===== src/rtl/pwr_wake_pkg.sv =====
package pwr_wake_pkg;
  typedef enum logic [1:0] {
    ST_RUN   = 2'd0,
    ST_IDLE  = 2'd1,
    ST_SLEEP = 2'd2,
    ST_OST   = 2'd3
  } pw_state_e;

  localparam int STAT_W    = 3;
  localparam int STAT_SLP  = 0;
  localparam int STAT_IDL  = 1;
  localparam int STAT_WDT  = 2;
endpackage


===== src/rtl/pwr_wake_arb.sv =====
module pwr_wake_arb #(
  parameter int N_IRQ  = 8,
  parameter int PRIO_W = 3
) (
  input  logic [N_IRQ-1:0]        irq_en_i,
  input  logic [N_IRQ-1:0]        irq_pend_i,
  input  logic [N_IRQ*PRIO_W-1:0] irq_prio_i,
  input  logic [PRIO_W-1:0]       cpu_prio_i,
  output logic                    wake_o
);
  logic [N_IRQ-1:0] hit;

  for (genvar i = 0; i < N_IRQ; i++) begin : g_irq
    assign hit[i] = irq_en_i[i] & irq_pend_i[i] &
                    (irq_prio_i[i*PRIO_W +: PRIO_W] > cpu_prio_i);
  end

  assign wake_o = |hit;
endmodule


===== src/rtl/pwr_wake_fsm.sv =====
module pwr_wake_fsm
  import pwr_wake_pkg::*;
#(
  parameter int OST_CYCLES = 16
) (
  input  logic      clk_i,
  input  logic      rst_ni,
  input  logic      save_req_i,
  input  logic      save_mode_i,
  input  logic      irq_wake_i,
  input  logic      wdt_to_i,
  input  logic      rst_evt_i,
  output pw_state_e st_o,
  output logic      resume_o,
  output logic      take_irq_o
);
  localparam int CNT_W = $clog2(OST_CYCLES + 1);
  localparam logic [CNT_W-1:0] CNT_LAST = CNT_W'(OST_CYCLES - 1);

  pw_state_e        st_q, st_d;
  logic [CNT_W-1:0] cnt_q, cnt_d;
  logic             tp_q, tp_d;
  logic             res_q, res_d;
  logic             take_q, take_d;
  logic             wake;

  assign wake = irq_wake_i | wdt_to_i;

  always_comb begin
    st_d   = st_q;
    cnt_d  = cnt_q;
    tp_d   = tp_q;
    res_d  = 1'b0;
    take_d = 1'b0;
    unique case (st_q)
      ST_RUN: begin
        if (save_req_i && !rst_evt_i) st_d = save_mode_i ? ST_IDLE : ST_SLEEP;
      end
      ST_IDLE: begin
        if (rst_evt_i) begin
          st_d = ST_RUN;
        end else if (wake) begin
          st_d   = ST_RUN;
          res_d  = 1'b1;
          take_d = irq_wake_i;
        end
      end
      ST_SLEEP: begin
        if (rst_evt_i) begin
          st_d = ST_RUN;
        end else if (wake) begin
          st_d  = ST_OST;
          cnt_d = '0;
          tp_d  = irq_wake_i;
        end
      end
      ST_OST: begin
        if (rst_evt_i) begin
          st_d = ST_RUN;
          tp_d = 1'b0;
        end else if (cnt_q == CNT_LAST) begin
          st_d   = ST_RUN;
          res_d  = 1'b1;
          take_d = tp_q;
          tp_d   = 1'b0;
        end else begin
          cnt_d = cnt_q + CNT_W'(1);
        end
      end
      default: st_d = ST_RUN;
    endcase
  end

  always_ff @(posedge clk_i or negedge rst_ni) begin
    if (!rst_ni) begin
      st_q   <= ST_RUN;
      cnt_q  <= '0;
      tp_q   <= 1'b0;
      res_q  <= 1'b0;
      take_q <= 1'b0;
    end else begin
      st_q   <= st_d;
      cnt_q  <= cnt_d;
      tp_q   <= tp_d;
      res_q  <= res_d;
      take_q <= take_d;
    end
  end

  assign st_o       = st_q;
  assign resume_o   = res_q;
  assign take_irq_o = take_q;
endmodule


===== src/rtl/pwr_wake_status.sv =====
module pwr_wake_status
  import pwr_wake_pkg::*;
(
  input  logic              clk_i,
  input  logic              rst_ni,
  input  pw_state_e         st_i,
  input  logic              irq_wake_i,
  input  logic              wdt_to_i,
  input  logic              por_i,
  input  logic              bor_i,
  input  logic              mclr_i,
  input  logic [STAT_W-1:0] clr_i,
  output logic [STAT_W-1:0] stat_o
);
  logic [STAT_W-1:0] stat_q, set;
  logic              rst_evt, lp_wake, in_idle, in_sleep;

  assign rst_evt  = por_i | bor_i | mclr_i;
  assign in_idle  = (st_i == ST_IDLE);
  assign in_sleep = (st_i == ST_SLEEP);
  assign lp_wake  = (irq_wake_i | wdt_to_i) & ~rst_evt;

  always_comb begin
    set           = '0;
    set[STAT_IDL] = (in_idle & lp_wake) | bor_i | mclr_i;
    set[STAT_SLP] = in_sleep & lp_wake;
    set[STAT_WDT] = (in_idle | in_sleep) & wdt_to_i & ~rst_evt;
  end

  always_ff @(posedge clk_i or negedge rst_ni) begin
    if (!rst_ni)    stat_q <= '0;
    else if (por_i) stat_q <= '0;
    else            stat_q <= (stat_q & ~clr_i) | set;
  end

  assign stat_o = stat_q;
endmodule


===== src/rtl/pwr_wake_clkgate.sv =====
module pwr_wake_clkgate
  import pwr_wake_pkg::*;
#(
  parameter int N_PERIPH = 4
) (
  input  pw_state_e           st_i,
  input  logic [N_PERIPH-1:0] periph_idle_run_i,
  input  logic                cfd_en_i,
  output logic                cpu_clk_en_o,
  output logic                osc_en_o,
  output logic                lprc_clk_en_o,
  output logic [N_PERIPH-1:0] periph_clk_en_o
);
  logic in_run, in_idle;

  assign in_run        = (st_i == ST_RUN);
  assign in_idle       = (st_i == ST_IDLE);
  assign cpu_clk_en_o  = in_run;
  assign osc_en_o      = (st_i != ST_SLEEP);
  assign lprc_clk_en_o = cfd_en_i & (st_i != ST_SLEEP);

  for (genvar k = 0; k < N_PERIPH; k++) begin : g_per
    assign periph_clk_en_o[k] = in_run | (in_idle & periph_idle_run_i[k]);
  end
endmodule


===== src/rtl/pwr_wake_ctrl.sv =====
module pwr_wake_ctrl
  import pwr_wake_pkg::*;
#(
  parameter int N_IRQ      = 8,
  parameter int PRIO_W     = 3,
  parameter int N_PERIPH   = 4,
  parameter int OST_CYCLES = 16
) (
  input  logic                    clk_i,
  input  logic                    rst_ni,
  input  logic                    save_req_i,
  input  logic                    save_mode_i,
  input  logic [N_IRQ-1:0]        irq_en_i,
  input  logic [N_IRQ-1:0]        irq_pend_i,
  input  logic [N_IRQ*PRIO_W-1:0] irq_prio_i,
  input  logic [PRIO_W-1:0]       cpu_prio_i,
  input  logic                    wdt_to_i,
  input  logic                    por_i,
  input  logic                    bor_i,
  input  logic                    mclr_i,
  input  logic [N_PERIPH-1:0]     periph_idle_run_i,
  input  logic                    cfd_en_i,
  input  logic [2:0]              stat_clr_i,
  output logic                    cpu_clk_en_o,
  output logic                    osc_en_o,
  output logic                    lprc_clk_en_o,
  output logic [N_PERIPH-1:0]     periph_clk_en_o,
  output logic                    resume_o,
  output logic                    take_irq_o,
  output logic [2:0]              stat_o
);
  pw_state_e st_q;
  logic      irq_wake;
  logic      rst_evt;

  assign rst_evt = por_i | bor_i | mclr_i;

  pwr_wake_arb #(.N_IRQ(N_IRQ), .PRIO_W(PRIO_W)) u_arb (
    .irq_en_i   (irq_en_i),
    .irq_pend_i (irq_pend_i),
    .irq_prio_i (irq_prio_i),
    .cpu_prio_i (cpu_prio_i),
    .wake_o     (irq_wake)
  );

  pwr_wake_fsm #(.OST_CYCLES(OST_CYCLES)) u_fsm (
    .clk_i       (clk_i),
    .rst_ni      (rst_ni),
    .save_req_i  (save_req_i),
    .save_mode_i (save_mode_i),
    .irq_wake_i  (irq_wake),
    .wdt_to_i    (wdt_to_i),
    .rst_evt_i   (rst_evt),
    .st_o        (st_q),
    .resume_o    (resume_o),
    .take_irq_o  (take_irq_o)
  );

  pwr_wake_status u_stat (
    .clk_i      (clk_i),
    .rst_ni     (rst_ni),
    .st_i       (st_q),
    .irq_wake_i (irq_wake),
    .wdt_to_i   (wdt_to_i),
    .por_i      (por_i),
    .bor_i      (bor_i),
    .mclr_i     (mclr_i),
    .clr_i      (stat_clr_i),
    .stat_o     (stat_o)
  );

  pwr_wake_clkgate #(.N_PERIPH(N_PERIPH)) u_cg (
    .st_i              (st_q),
    .periph_idle_run_i (periph_idle_run_i),
    .cfd_en_i          (cfd_en_i),
    .cpu_clk_en_o      (cpu_clk_en_o),
    .osc_en_o          (osc_en_o),
    .lprc_clk_en_o     (lprc_clk_en_o),
    .periph_clk_en_o   (periph_clk_en_o)
  );
endmodule


===== config.mk =====
export PLATFORM = sky130hd
export DESIGN_NAME = pwr_wake_ctrl
export DESIGN_NICKNAME = d
export VERILOG_FILES = /design/src/rtl/pwr_wake_pkg.sv /design/src/rtl/pwr_wake_arb.sv /design/src/rtl/pwr_wake_fsm.sv /design/src/rtl/pwr_wake_status.sv /design/src/rtl/pwr_wake_clkgate.sv /design/src/rtl/pwr_wake_ctrl.sv
export SDC_FILE = /design/constraint.sdc
export NUM_CORES = 1
export LEC_CHECK = 0
export CORE_AREA = 3 3 62 64
export DETAILED_ROUTE_END_ITERATION = 10
export DIE_AREA = 0 0 65 67
export PLACE_DENSITY = 0.82
export RECOVER_POWER = 25
export SETUP_SLACK_MARGIN = 0.5
export SYNTH_ARGS = -nofsm -noshare
export SYNTH_HDL_FRONTEND = slang
export SYNTH_HIERARCHICAL = 1
export SYNTH_SLANG_ARGS = --single-unit

===== constraint.sdc =====
create_clock -name clk_i -period 4.1 [get_ports clk_i]
set_input_delay 0.82 -clock clk_i [delete_from_list [all_inputs] [get_ports clk_i]]
set_output_delay 0.82 -clock clk_i [all_outputs]
set_load 0.01 [all_outputs]

==> impl_results.html, run 1 <==
<table>
<tr><th>Metric</th><th>Value</th></tr>
<tr><th colspan="2">Finish</th></tr>
<tr><td>Most common cell after layout, fill and taps aside</td><td>clkdlybuf4s50_1</td></tr>
<tr><td>Post-route standard cell area excluding fillers</td><td>0.00217 sq mm</td></tr>
<tr><td>Number of diodes added for antenna fixing</td><td>0</td></tr>
<tr><td>Layout Area Growth over Synthesis</td><td>55.0%</td></tr>
<tr><td>Proportion of layout cells with a drive suffix above 1</td><td>0.0349</td></tr>
<tr><td>Most frequent cells in the layout</td><td>69 x clkdlybuf4s50_1, 29 x ha_1, 20 x inv_1</td></tr>
<tr><td>Fill cell count</td><td>284</td></tr>
<tr><td>Final-stage net count</td><td>318</td></tr>
<tr><th colspan="2">Routing</th></tr>
<tr><td>DRC violation count after routing</td><td>0</td></tr>
<tr><td>Per-cell via count in the routed design</td><td>around 5.2</td></tr>
<tr><td>Routed len/inst</td><td>between 10 and 15 um</td></tr>
<tr><td>Vias after detailed routing</td><td>1,420</td></tr>
<tr><td>Number of DRC violations after detailed-routing iteration 0</td><td>47</td></tr>
<tr><td>Number of iterations in the first detailed-routing pass</td><td>4</td></tr>
<tr><td>Drt total wl</td><td>roughly 3500 um</td></tr>
<tr><td>Residual antenna-violating net count after detailed routing</td><td>0</td></tr>
<tr><th colspan="2">Worst setup path</th></tr>
<tr><td>Critical Path Fanout Max</td><td>8</td></tr>
<tr><td>CP Capture Type</td><td>flip-flop</td></tr>
<tr><td>Slowest Stage Delay on Critical Path</td><td>0.69 ns</td></tr>
<tr><td>Cell breakdown of the critical path</td><td>clkdlybuf4s50_1 &gt; inv_1 &gt; ha_1 &gt; nor2b_1 &gt; o311ai_1 &gt; o22ai_1 &gt; or4_1 &gt; nor3_2 &gt; o41ai_1 &gt; a32o_1</td></tr>
<tr><td>Buffers &amp; Inverters on Critical Path</td><td>2</td></tr>
<tr><td>Critical path type</td><td>input pin to flip-flop</td></tr>
<tr><td>Data arrival time of the critical path</td><td>3.50 ns</td></tr>
<tr><td>Crit path max-delay cell type</td><td>or4_1</td></tr>
<tr><td>Type of origin of the critical path</td><td>input pin</td></tr>
<tr><td>Critical path's top delay family</td><td>simple AND/OR/NAND/NOR gates</td></tr>
<tr><td>Required arrival time at the worst endpoint</td><td>roughly 4.3 ns</td></tr>
<tr><th colspan="2">Logic synthesis</th></tr>
<tr><td>Biggest area consumer among synthesized cells</td><td>ha_1</td></tr>
<tr><td>Syn Nets</td><td>between 200 and 250</td></tr>
<tr><td>Register bit count reported by yosys</td><td>13</td></tr>
<tr><td>Simple logic cell fraction of the synthesized area</td><td>0.210</td></tr>
<tr><td>Yosys Warn Count</td><td>6</td></tr>
<tr><td>Share of cell area taken by muxes after synthesis</td><td>0.0107</td></tr>
<tr><td>Count of mapped cells out of synthesis</td><td>157</td></tr>
<tr><td>Post-synthesis xor/xnor area fraction</td><td>0</td></tr>
<tr><td>Sequential share of the synthesized area</td><td>0.233</td></tr>
<tr><td>Leading post-synthesis cells by cell area</td><td>ha_1 26%, dfrtp_1 23%, inv_1 5.4%</td></tr>
<tr><td>Share of Yosys cell area claimed by the top area cell type</td><td>0.259</td></tr>
<tr><td>Synth Cell Area</td><td>0.00140 sq mm</td></tr>
<tr><td>Complex-gate fraction of the synthesized area</td><td>0.223</td></tr>
<tr><td>Combinational family with the most area after synthesis</td><td>adder cells</td></tr>
<tr><td>Count of distinct cell types in the synthesized netlist</td><td>36</td></tr>
<tr><td>Area share of fa/ha/maj cells after synthesis</td><td>0.259</td></tr>
<tr><td>Mean instance size in the synthesized netlist</td><td>8.91 sq um</td></tr>
<tr><th colspan="2">Power</th></tr>
<tr><td>Leakage power figure</td><td>around 0.95 nW</td></tr>
<tr><td>Logic pwr share</td><td>0.399</td></tr>
<tr><td>Reg power frac</td><td>0.375</td></tr>
<tr><td>Net switching power</td><td>103 uW</td></tr>
<tr><td>Clock share of power</td><td>0.226</td></tr>
<tr><td>Internal portion of total power</td><td>between 200 and 300 uW</td></tr>
<tr><td>Fraction of power spent switching nets</td><td>0.287</td></tr>
<tr><td>P per Cell Area</td><td>166 mW/mm^2</td></tr>
<tr><td>Worst vdd rail ir drop</td><td>0.0742 mV</td></tr>
<tr><th colspan="2">Clock network</th></tr>
<tr><td>Total of cells resized after clock tree synthesis</td><td>0</td></tr>
<tr><td>Worst-Skew Late Latency</td><td>0.28 ns</td></tr>
<tr><td>Postcts setup bufs</td><td>0</td></tr>
<tr><td>Number of sinks on the clock net</td><td>13</td></tr>
<tr><td>Clock Pin Slew Worst Setup and Hold Paths</td><td>roughly 0.080 ns</td></tr>
<tr><td>Maximum buffer depth of the clock tree</td><td>2</td></tr>
<tr><td>Clock tree from TritonCTS</td><td>built</td></tr>
<tr><td>Hold bufs inserted after CTS</td><td>0</td></tr>
<tr><td>Number of H-tree branching levels</td><td>1</td></tr>
<tr><td>Clk root buf</td><td>clkbuf_4</td></tr>
<tr><td>Number of buffers inserted during clock tree synthesis</td><td>3</td></tr>
<tr><th colspan="2">Floorplan</th></tr>
<tr><td>Die area</td><td>0.00436 sq mm</td></tr>
<tr><td>Floorplan core area</td><td>0.00334 sq mm</td></tr>
<tr><td>Die Wd</td><td>65 um</td></tr>
<tr><td>Boundary pin count</td><td>71</td></tr>
<tr><td>Standard-cell rows</td><td>21</td></tr>
<tr><td>Die Ht</td><td>between 60 and 70 um</td></tr>
<tr><td>Initial Util</td><td>0.419</td></tr>
<tr><th colspan="2">Placement</th></tr>
<tr><td>Detailed placer's ending HPWL</td><td>between 3000 and 4000 um</td></tr>
<tr><td>Global placement routability congestion</td><td>0.784</td></tr>
<tr><td>Number of buffers inserted by port buffering</td><td>70</td></tr>
<tr><td>Cell area reported after detailed placement</td><td>0.00214 sq mm</td></tr>
<tr><th colspan="2">STA</th></tr>
<tr><td>Clock tree skew after final layout</td><td>around 0.0066 ns</td></tr>
<tr><td>Final worst path period need</td><td>roughly 3.3 ns</td></tr>
<tr><td>Finish-stage setup viols</td><td>0</td></tr>
<tr><td>Period utilisation layout</td><td>0.812</td></tr>
<tr><td>Number of failing hold endpoints at the final stage</td><td>0</td></tr>
<tr><td>Sum Neg Setup Slack</td><td>0 ns</td></tr>
<tr><td>Worst-margin pin slew</td><td>approximately 0.60 ns</td></tr>
<tr><td>Fin. max-slew vios</td><td>0</td></tr>
<tr><td>Fmax</td><td>about 0.3 GHz</td></tr>
<tr><td>Rel. slew slack</td><td>0.596</td></tr>
<tr><td>Setup repair after global routing missed its margin</td><td>no</td></tr>
<tr><th colspan="2">GRT</th></tr>
<tr><td>First-pass GRT wire length</td><td>5760 um</td></tr>
<tr><td>Gr ovfl total</td><td>0</td></tr>
<tr><td>Largest net degree at the start of global routing</td><td>22</td></tr>
<tr><td>Number of global-route vias before repair</td><td>1,352</td></tr>
<tr><td>Total global-route track usage</td><td>0.171</td></tr>
<tr><td>Number of antenna violations at the first check in global routing</td><td>0</td></tr>
<tr><th colspan="2">Flow run</th></tr>
<tr><td>Max Cap Viol</td><td>0</td></tr>
<tr><th colspan="2">Hold path</th></tr>
<tr><td>Type of the most critical hold path</td><td>flip-flop to flip-flop</td></tr>
<tr><th colspan="2">Run status</th></tr>
<tr><td>Outcome</td><td>finished, final reports clean</td></tr>
</table>
==> power groups by stage <==
stage                     Combinational [mW]  Clock, mW  Sequential [mW]
after floorplan                       0.0628          0            0.136
after global placement                 0.141          0            0.137
after detailed placement               0.144          0            0.137
after CTS                              0.145     0.0850            0.135
after global routing                   0.161     0.0897            0.136
final                                  0.143     0.0812            0.135
==> sequential cells by signal (all words and copies together) (netlist names) <==
name              count
u_fsm/tp_q            1
u_fsm/take_irq_o      1
u_fsm/st_o            2
u_fsm/resume_o        1
u_stat/stat_o         3
u_fsm/cnt_q           5
==> per-stage QoR <==
stage / cells / hold slack (ns) / utilization / setup WS (ns) / total power [mW]
6_report: 275 / 0.508 / 0.650 / 0.769 / 0.359
5_1_grt: 275 / 0.535 / 0.650 / 0.601 / 0.386
4_1_cts: 275 / 0.514 / 0.650 / 0.771 / 0.365
3_5_place_dp: 271 / 0.489 / 0.642 / 0.460 / 0.282
3_3_place_gp: 271 / 0.491 / 0.642 / 0.492 / 0.279
2_1_floorplan: 157 / 0.473 / - / 1.12 / 0.199
==> worst reg2reg max path: stages (launching register included) <==
cell and delay [ns]:
dfrtp_1 0.42, ha_1 0.24, and3_1 0.21, ha_1 0.21, and2_4 0.17, or3_4 0.35, mux2_4 0.26
==> kinds of logic after synthesis <==
family	Yosys count
and+or+nand+nor	48
adders and majority gates	29
muxes	1
DFF	13
AOI/OAI and AO/OA	44
buffers and inverters	22
==> final timing paths <==
kind	start	endpoint	cells after the start	slack, ns
min	u_stat/stat_o[0]$_DFF_PN0_	u_stat/stat_o[0]$_DFF_PN0_	1	0.51
min reg2reg	u_stat/stat_o[0]$_DFF_PN0_	u_stat/stat_o[0]$_DFF_PN0_	1	0.51
min in group asynchronous	rst_ni	u_fsm/st_o[1]$_DFFE_PN0P_	1	0.98
max in group asynchronous	rst_ni	u_fsm/take_irq_o$_DFF_PN0_	1	2.73
max reg2reg	u_fsm/cnt_q[0]$_DFFE_PN0P_	u_fsm/cnt_q[0]$_DFFE_PN0P_	6	2.13
max	cpu_prio_i[1]	u_fsm/cnt_q[2]$_DFFE_PN0P_	10	0.77
==> cell usage after synthesis <==
master     number
a32o_1          1
o311ai_1        5
o311ai_2        1
and3_1          1
or3_4           1
and4bb_1        1
mux2_4          1
o22ai_1         4
or3_1           1
ha_1           29
dfrtp_1        13
a22o_1          2
a21oi_1         7
or4b_1          2
o41ai_1         1
a2111oi_1       1
o311ai_0        2
nor2b_1        10
o221a_1         1
nor3_2          1
and2_4          1
nand2b_1        9
inv_1          20
o21ai_0        12
clkbuf_1        1
nand3_1        10
nor2_1          5
buf_6           1
nor3_1          2
and2_1          1
o2bb2ai_1       3
or4_1           1
a31oi_1         1
o21bai_1        2
a32oi_1         1
nand2_1         2
==> cell type report <==
type,count,area (sq um),share of cell area
clock buffers,4,26.3,0.0121
flip-flops and latches,13,325,0.150
well taps,46,57.6,0.0265
inverters,20,75.1,0.0346
repair buffers,70,701,0.323
multi-input cells,122,983,0.454
==> layer usage <==
layer | routed length (um) | up-vias | share of wire | global-route usage
li1 | - | 734 | - | -
met1 | 1460 | 622 | 0.41 | 0.196
met2 | 1700 | 62 | 0.48 | 0.294
met3 | 349 | 2 | 0.099 | 0.0573
met4 | 19 | 0 | 0.0054 | 0.0633
met5 | 0 | - | 0 | 0
Note: power is estimated with default switching activity, not from simulation.
==> inputs of run 2 (changes only) <==
- CORE_AREA: 3 3 62 64 -> 3 3 64 66
- DIE_AREA: 0 0 65 67 -> 0 0 67 69
- PLACE_DENSITY: 0.82 -> 0.77
- clock period: 4.1 -> 3.4 ns (I/O delays scaled with it)
==> run 2 against run 1 <==
Critical path depth stayed put. Core utilization down 1.4 points. Hold slack lost 0.013 ns. Largest power group unchanged. Sequential share of layout area shrank 0.93 points. Final cell count grew 2.2%. Sequential power is 21% higher. Count of clock-buffer cells in the layout stayed put. Setup slack lost 0.18 ns. Die area is 6.2% higher.
==> impl_results.html, run 2 (synthesis gave the netlist of run 1 again) <==
<table>
<tr><th>Metric</th><th>Value</th></tr>
<tr><th colspan="2">GRT</th></tr>
<tr><td>Total global-route track usage</td><td>0.172 (+0.000694)</td></tr>
<tr><td>Gr ovfl total</td><td>0 (unchanged)</td></tr>
<tr><td>Number of global-route vias before repair</td><td>1,555 (+15%)</td></tr>
<tr><td>First-pass GRT wire length</td><td>6310 um (+9.5%)</td></tr>
<tr><td>Largest net degree at the start of global routing</td><td>22 (unchanged)</td></tr>
<tr><td>Number of antenna violations at the first check in global routing</td><td>0 (unchanged)</td></tr>
<tr><th colspan="2">Clock network</th></tr>
<tr><td>Number of sinks on the clock net</td><td>13 (unchanged)</td></tr>
<tr><td>Maximum buffer depth of the clock tree</td><td>2 (unchanged)</td></tr>
<tr><td>Hold bufs inserted after CTS</td><td>0 (unchanged)</td></tr>
<tr><td>Clock Pin Slew Worst Setup and Hold Paths</td><td>0.06 ns (-0.02 ns)</td></tr>
<tr><td>Clock tree from TritonCTS</td><td>built</td></tr>
<tr><td>Worst-Skew Late Latency</td><td>0.25 ns (-0.03 ns)</td></tr>
<tr><td>Number of H-tree branching levels</td><td>1 (unchanged)</td></tr>
<tr><td>Number of buffers inserted during clock tree synthesis</td><td>3 (unchanged)</td></tr>
<tr><td>Clk root buf</td><td>clkbuf_8</td></tr>
<tr><th colspan="2">Finish</th></tr>
<tr><td>Final-stage net count</td><td>322 (+1.3%)</td></tr>
<tr><td>Register with the most flip-flops</td><td>u_fsm/cnt_q</td></tr>
<tr><td>Final Non-Filler Cells</td><td>281 (+2.2%)</td></tr>
<tr><td>Fill cell count</td><td>311 (+9.5%)</td></tr>
<tr><td>Number of diodes added for antenna fixing</td><td>0 (unchanged)</td></tr>
<tr><td>Most frequent cells in the layout</td><td>61 x clkdlybuf4s50_1, 25 x ha_1, 18 x inv_1</td></tr>
<tr><td>Layout Area Growth over Synthesis</td><td>65.2%</td></tr>
<tr><td>Proportion of layout cells with a drive suffix above 1</td><td>0.103 (+0.0681)</td></tr>
<tr><td>Final core occ</td><td>0.636 (-0.0138)</td></tr>
<tr><td>Flip-flop count of the largest register after layout</td><td>5 (unchanged)</td></tr>
<tr><td>Most common cell after layout, fill and taps aside</td><td>clkdlybuf4s50_1</td></tr>
<tr><th colspan="2">Routing</th></tr>
<tr><td>Routed metal-1 wirelength</td><td>1630 um (+11%)</td></tr>
<tr><td>Number of DRC violations after detailed-routing iteration 0</td><td>85 (+81%)</td></tr>
<tr><td>Per-cell via count in the routed design</td><td>5.28 (+2.3%)</td></tr>
<tr><td>Routed met2 length</td><td>1950 um (+15%)</td></tr>
<tr><td>Residual antenna-violating net count after detailed routing</td><td>0 (unchanged)</td></tr>
<tr><td>DRC violation count after routing</td><td>0 (unchanged)</td></tr>
<tr><td>Vias after detailed routing</td><td>1,485 (+4.6%)</td></tr>
<tr><td>Met3 routed WL</td><td>398 um (+14%)</td></tr>
<tr><td>Drt total wl</td><td>4070 um (+15%)</td></tr>
<tr><td>Number of iterations in the first detailed-routing pass</td><td>4 (unchanged)</td></tr>
<tr><td>Highest routed metal layer</td><td>met4</td></tr>
<tr><td>Routed len/inst</td><td>14.5 um (+13%)</td></tr>
<tr><th colspan="2">Worst setup path</th></tr>
<tr><td>Data arrival time of the critical path</td><td>2.99 ns (-0.51 ns)</td></tr>
<tr><td>Worst R2R Start</td><td>u_fsm/cnt_q[0]$_DFFE_PN0P_</td></tr>
<tr><td>Crit path max-delay cell type</td><td>or4_4</td></tr>
<tr><td>Type of origin of the critical path</td><td>input pin</td></tr>
<tr><td>Reg2reg path depth</td><td>6 (unchanged)</td></tr>
<tr><td>Cell breakdown of the critical path</td><td>clkdlybuf4s50_1 &gt; ha_1 &gt; nor2b_1 &gt; o311ai_0 &gt; o22ai_1 &gt; or4_4 &gt; nor3_4 &gt; buf_4 &gt; or3_4 &gt; a22o_1</td></tr>
<tr><td>Critical Path Fanout Max</td><td>4 (-4)</td></tr>
<tr><td>Crit Reg-Reg Endpoint</td><td>u_fsm/cnt_q[0]$_DFFE_PN0P_</td></tr>
<tr><td>Slowest Stage Delay on Critical Path</td><td>0.48 ns (-0.21 ns)</td></tr>
<tr><td>Critical path type</td><td>input pin to flip-flop</td></tr>
<tr><td>Required arrival time at the worst endpoint</td><td>3.58 ns (-0.69 ns)</td></tr>
<tr><td>R2R Setup Slk</td><td>1.40 ns (-0.73 ns)</td></tr>
<tr><td>CP Capture Type</td><td>flip-flop</td></tr>
<tr><th colspan="2">Run status</th></tr>
<tr><td>Outcome</td><td>finished, final reports clean</td></tr>
<tr><th colspan="2">Power</th></tr>
<tr><td>Reg power frac</td><td>0.324 (-0.051)</td></tr>
<tr><td>Fraction of power spent switching nets</td><td>0.283 (-0.00470)</td></tr>
<tr><td>Clock share of power</td><td>0.276 (+0.050)</td></tr>
<tr><td>Worst vdd rail ir drop</td><td>0.0962 mV (+30%)</td></tr>
<tr><td>Internal portion of total power</td><td>362 uW (+41%)</td></tr>
<tr><td>Leakage power figure</td><td>1.03 nW (+8.1%)</td></tr>
<tr><td>P per Cell Area</td><td>218 mW/mm^2 (+32%)</td></tr>
<tr><td>Net switching power</td><td>143 uW (+38%)</td></tr>
<tr><td>Logic pwr share</td><td>0.400 (about the same)</td></tr>
<tr><th colspan="2">STA</th></tr>
<tr><td>Final worst path period need</td><td>2.81 ns</td></tr>
<tr><td>Period utilisation layout</td><td>0.826</td></tr>
<tr><td>Fmax</td><td>around 0.36 GHz</td></tr>
<tr><td>Fin. max-slew vios</td><td>0 (unchanged)</td></tr>
<tr><td>Rel. slew slack</td><td>0.570 (-0.0259)</td></tr>
<tr><td>Worst-margin pin slew</td><td>0.645 ns (+0.0409 ns)</td></tr>
<tr><td>Clock tree skew after final layout</td><td>0.00573 ns (-0.000886 ns)</td></tr>
<tr><td>Finish-stage setup viols</td><td>0 (unchanged)</td></tr>
<tr><td>Number of failing hold endpoints at the final stage</td><td>0 (unchanged)</td></tr>
<tr><td>Worst Setup Slack, final</td><td>0.591 ns (-0.177 ns)</td></tr>
<tr><td>Post-Route Hold Slack</td><td>0.495 ns (-0.0131 ns)</td></tr>
<tr><td>Setup repair after global routing missed its margin</td><td>no</td></tr>
<tr><th colspan="2">Hold path</th></tr>
<tr><td>Type of the most critical hold path</td><td>flip-flop to flip-flop</td></tr>
<tr><td>Hold_sp</td><td>u_stat/stat_o[0]$_DFF_PN0_</td></tr>
<tr><td>Cell count of the worst hold path</td><td>1 (unchanged)</td></tr>
<tr><td>Hold Crit Endpoint</td><td>u_stat/stat_o[0]$_DFF_PN0_</td></tr>
<tr><th colspan="2">Floorplan</th></tr>
<tr><td>Initial Util</td><td>0.385 (-0.0342)</td></tr>
<tr><td>Die Ht</td><td>69 um (+3.0%)</td></tr>
<tr><td>Die area</td><td>0.00462 sq mm (+6.2%)</td></tr>
<tr><td>Standard-cell rows</td><td>22 (+4.8%)</td></tr>
<tr><td>Floorplan core area</td><td>0.00363 sq mm (+8.9%)</td></tr>
<tr><td>Die Wd</td><td>67 um (+3.1%)</td></tr>
<tr><td>Boundary pin count</td><td>71 (unchanged)</td></tr>
<tr><th colspan="2">Placement</th></tr>
<tr><td>Global placement routability congestion</td><td>0.805 (+2.7%)</td></tr>
<tr><td>Pre-CTS setup slack</td><td>-0.0372 ns (-0.497 ns)</td></tr>
<tr><td>Number of cells after detailed placement</td><td>275 (+1.5%)</td></tr>
<tr><td>Number of buffers inserted by port buffering</td><td>70 (unchanged)</td></tr>
<tr><td>Detailed placer's ending HPWL</td><td>3140 um (+3.7%)</td></tr>
<tr><th colspan="2">Flow run</th></tr>
<tr><td>Max Cap Viol</td><td>0 (unchanged)</td></tr>
</table>
## run 2: cell count changes in the layout (fill, tap and decap cells not counted), sizes merged
cell	change
dlymetal6s2s	+4
clkbuf	+1
clkinv	+1
buf	+4
inv	-1
clkdlybuf4s50	-8
dlygate4sd2	+3
## run 2: through the flow
| step | area [sq um] | power, mW | TNS [ns] |
|---|---|---|---|
| after global placement | 2160 | 0.343 | -0.0114 |
| after CTS | 2230 | 0.495 | 0 |
| after global routing | 2310 | 0.536 | 0 |
| after detailed placement | 2160 | 0.347 | -0.0423 |
| after floorplan | 1400 | 0.240 | 0 |
| final | 2310 | 0.504 | 0 |
## run 2: power groups by stage
stage	sequential (mW)	clock, mW	combinational, mW
6_report	0.163	0.139	0.202
5_1_grt	0.164	0.149	0.223
3_5_place_dp	0.166	0	0.181
3_3_place_gp	0.166	0	0.177
2_1_floorplan	0.165	0	0.0757
4_1_cts	0.163	0.143	0.189
## run 2: worst max-delay path: cells and delay by family
kind / cells / cell delay (ns)
compound gates: 3 / 0.55
fa+ha+maj: 1 / 0.31
buf+inv: 2 / 0.55
simple gates: 4 / 0.90
## run 2: worst max path at each step
stage                     cells past startpoint  slack [ns]           start                         end
after global placement                       10       -0.01   cpu_prio_i[1]   u_fsm/st_o[0]$_DFFE_PN0P_
after detailed placement                     10       -0.04   cpu_prio_i[1]   u_fsm/st_o[0]$_DFFE_PN0P_
final                                        10        0.59   irq_prio_i[1]  u_fsm/cnt_q[1]$_DFFE_PN0P_
after CTS                                    10        0.51   irq_prio_i[4]  u_fsm/cnt_q[1]$_DFFE_PN0P_
after global routing                         10        0.48  irq_prio_i[13]      u_fsm/tp_q$_DFFE_PN0P_
after floorplan                               9        0.56   cpu_prio_i[1]  u_fsm/cnt_q[2]$_DFFE_PN0P_
## run 2: layout make-up
type / instances / area [sq um] / share of cell area
Multi-Input combinational cell: 122 / 1060 / 0.460
Timing Repair Buffer: 74 / 736 / 0.318
Sequential cell: 13 / 325 / 0.141
Inverter: 20 / 82.6 / 0.0357
Tap cell: 48 / 60.1 / 0.0260
Clock buffer: 4 / 45.0 / 0.0195
## run 2: metal layers
| metal | track usage | up-vias |
|---|---|---|
| li1 | - | 742 |
| met2 | 0.294 | 68 |
| met3 | 0.0521 | 8 |
| met4 | 0.0878 | 0 |
| met1 | 0.184 | 667 |
| met5 | 0 | - |
## run 2: timing repair
item | in CTS | in global routing
endpoints found under the hold margin | 0 | 0
gates resized for setup | 13 | 17
endpoints found under the setup margin | 11 | 8
buffers inserted | 1 | 1
pin swaps | 11 | 15
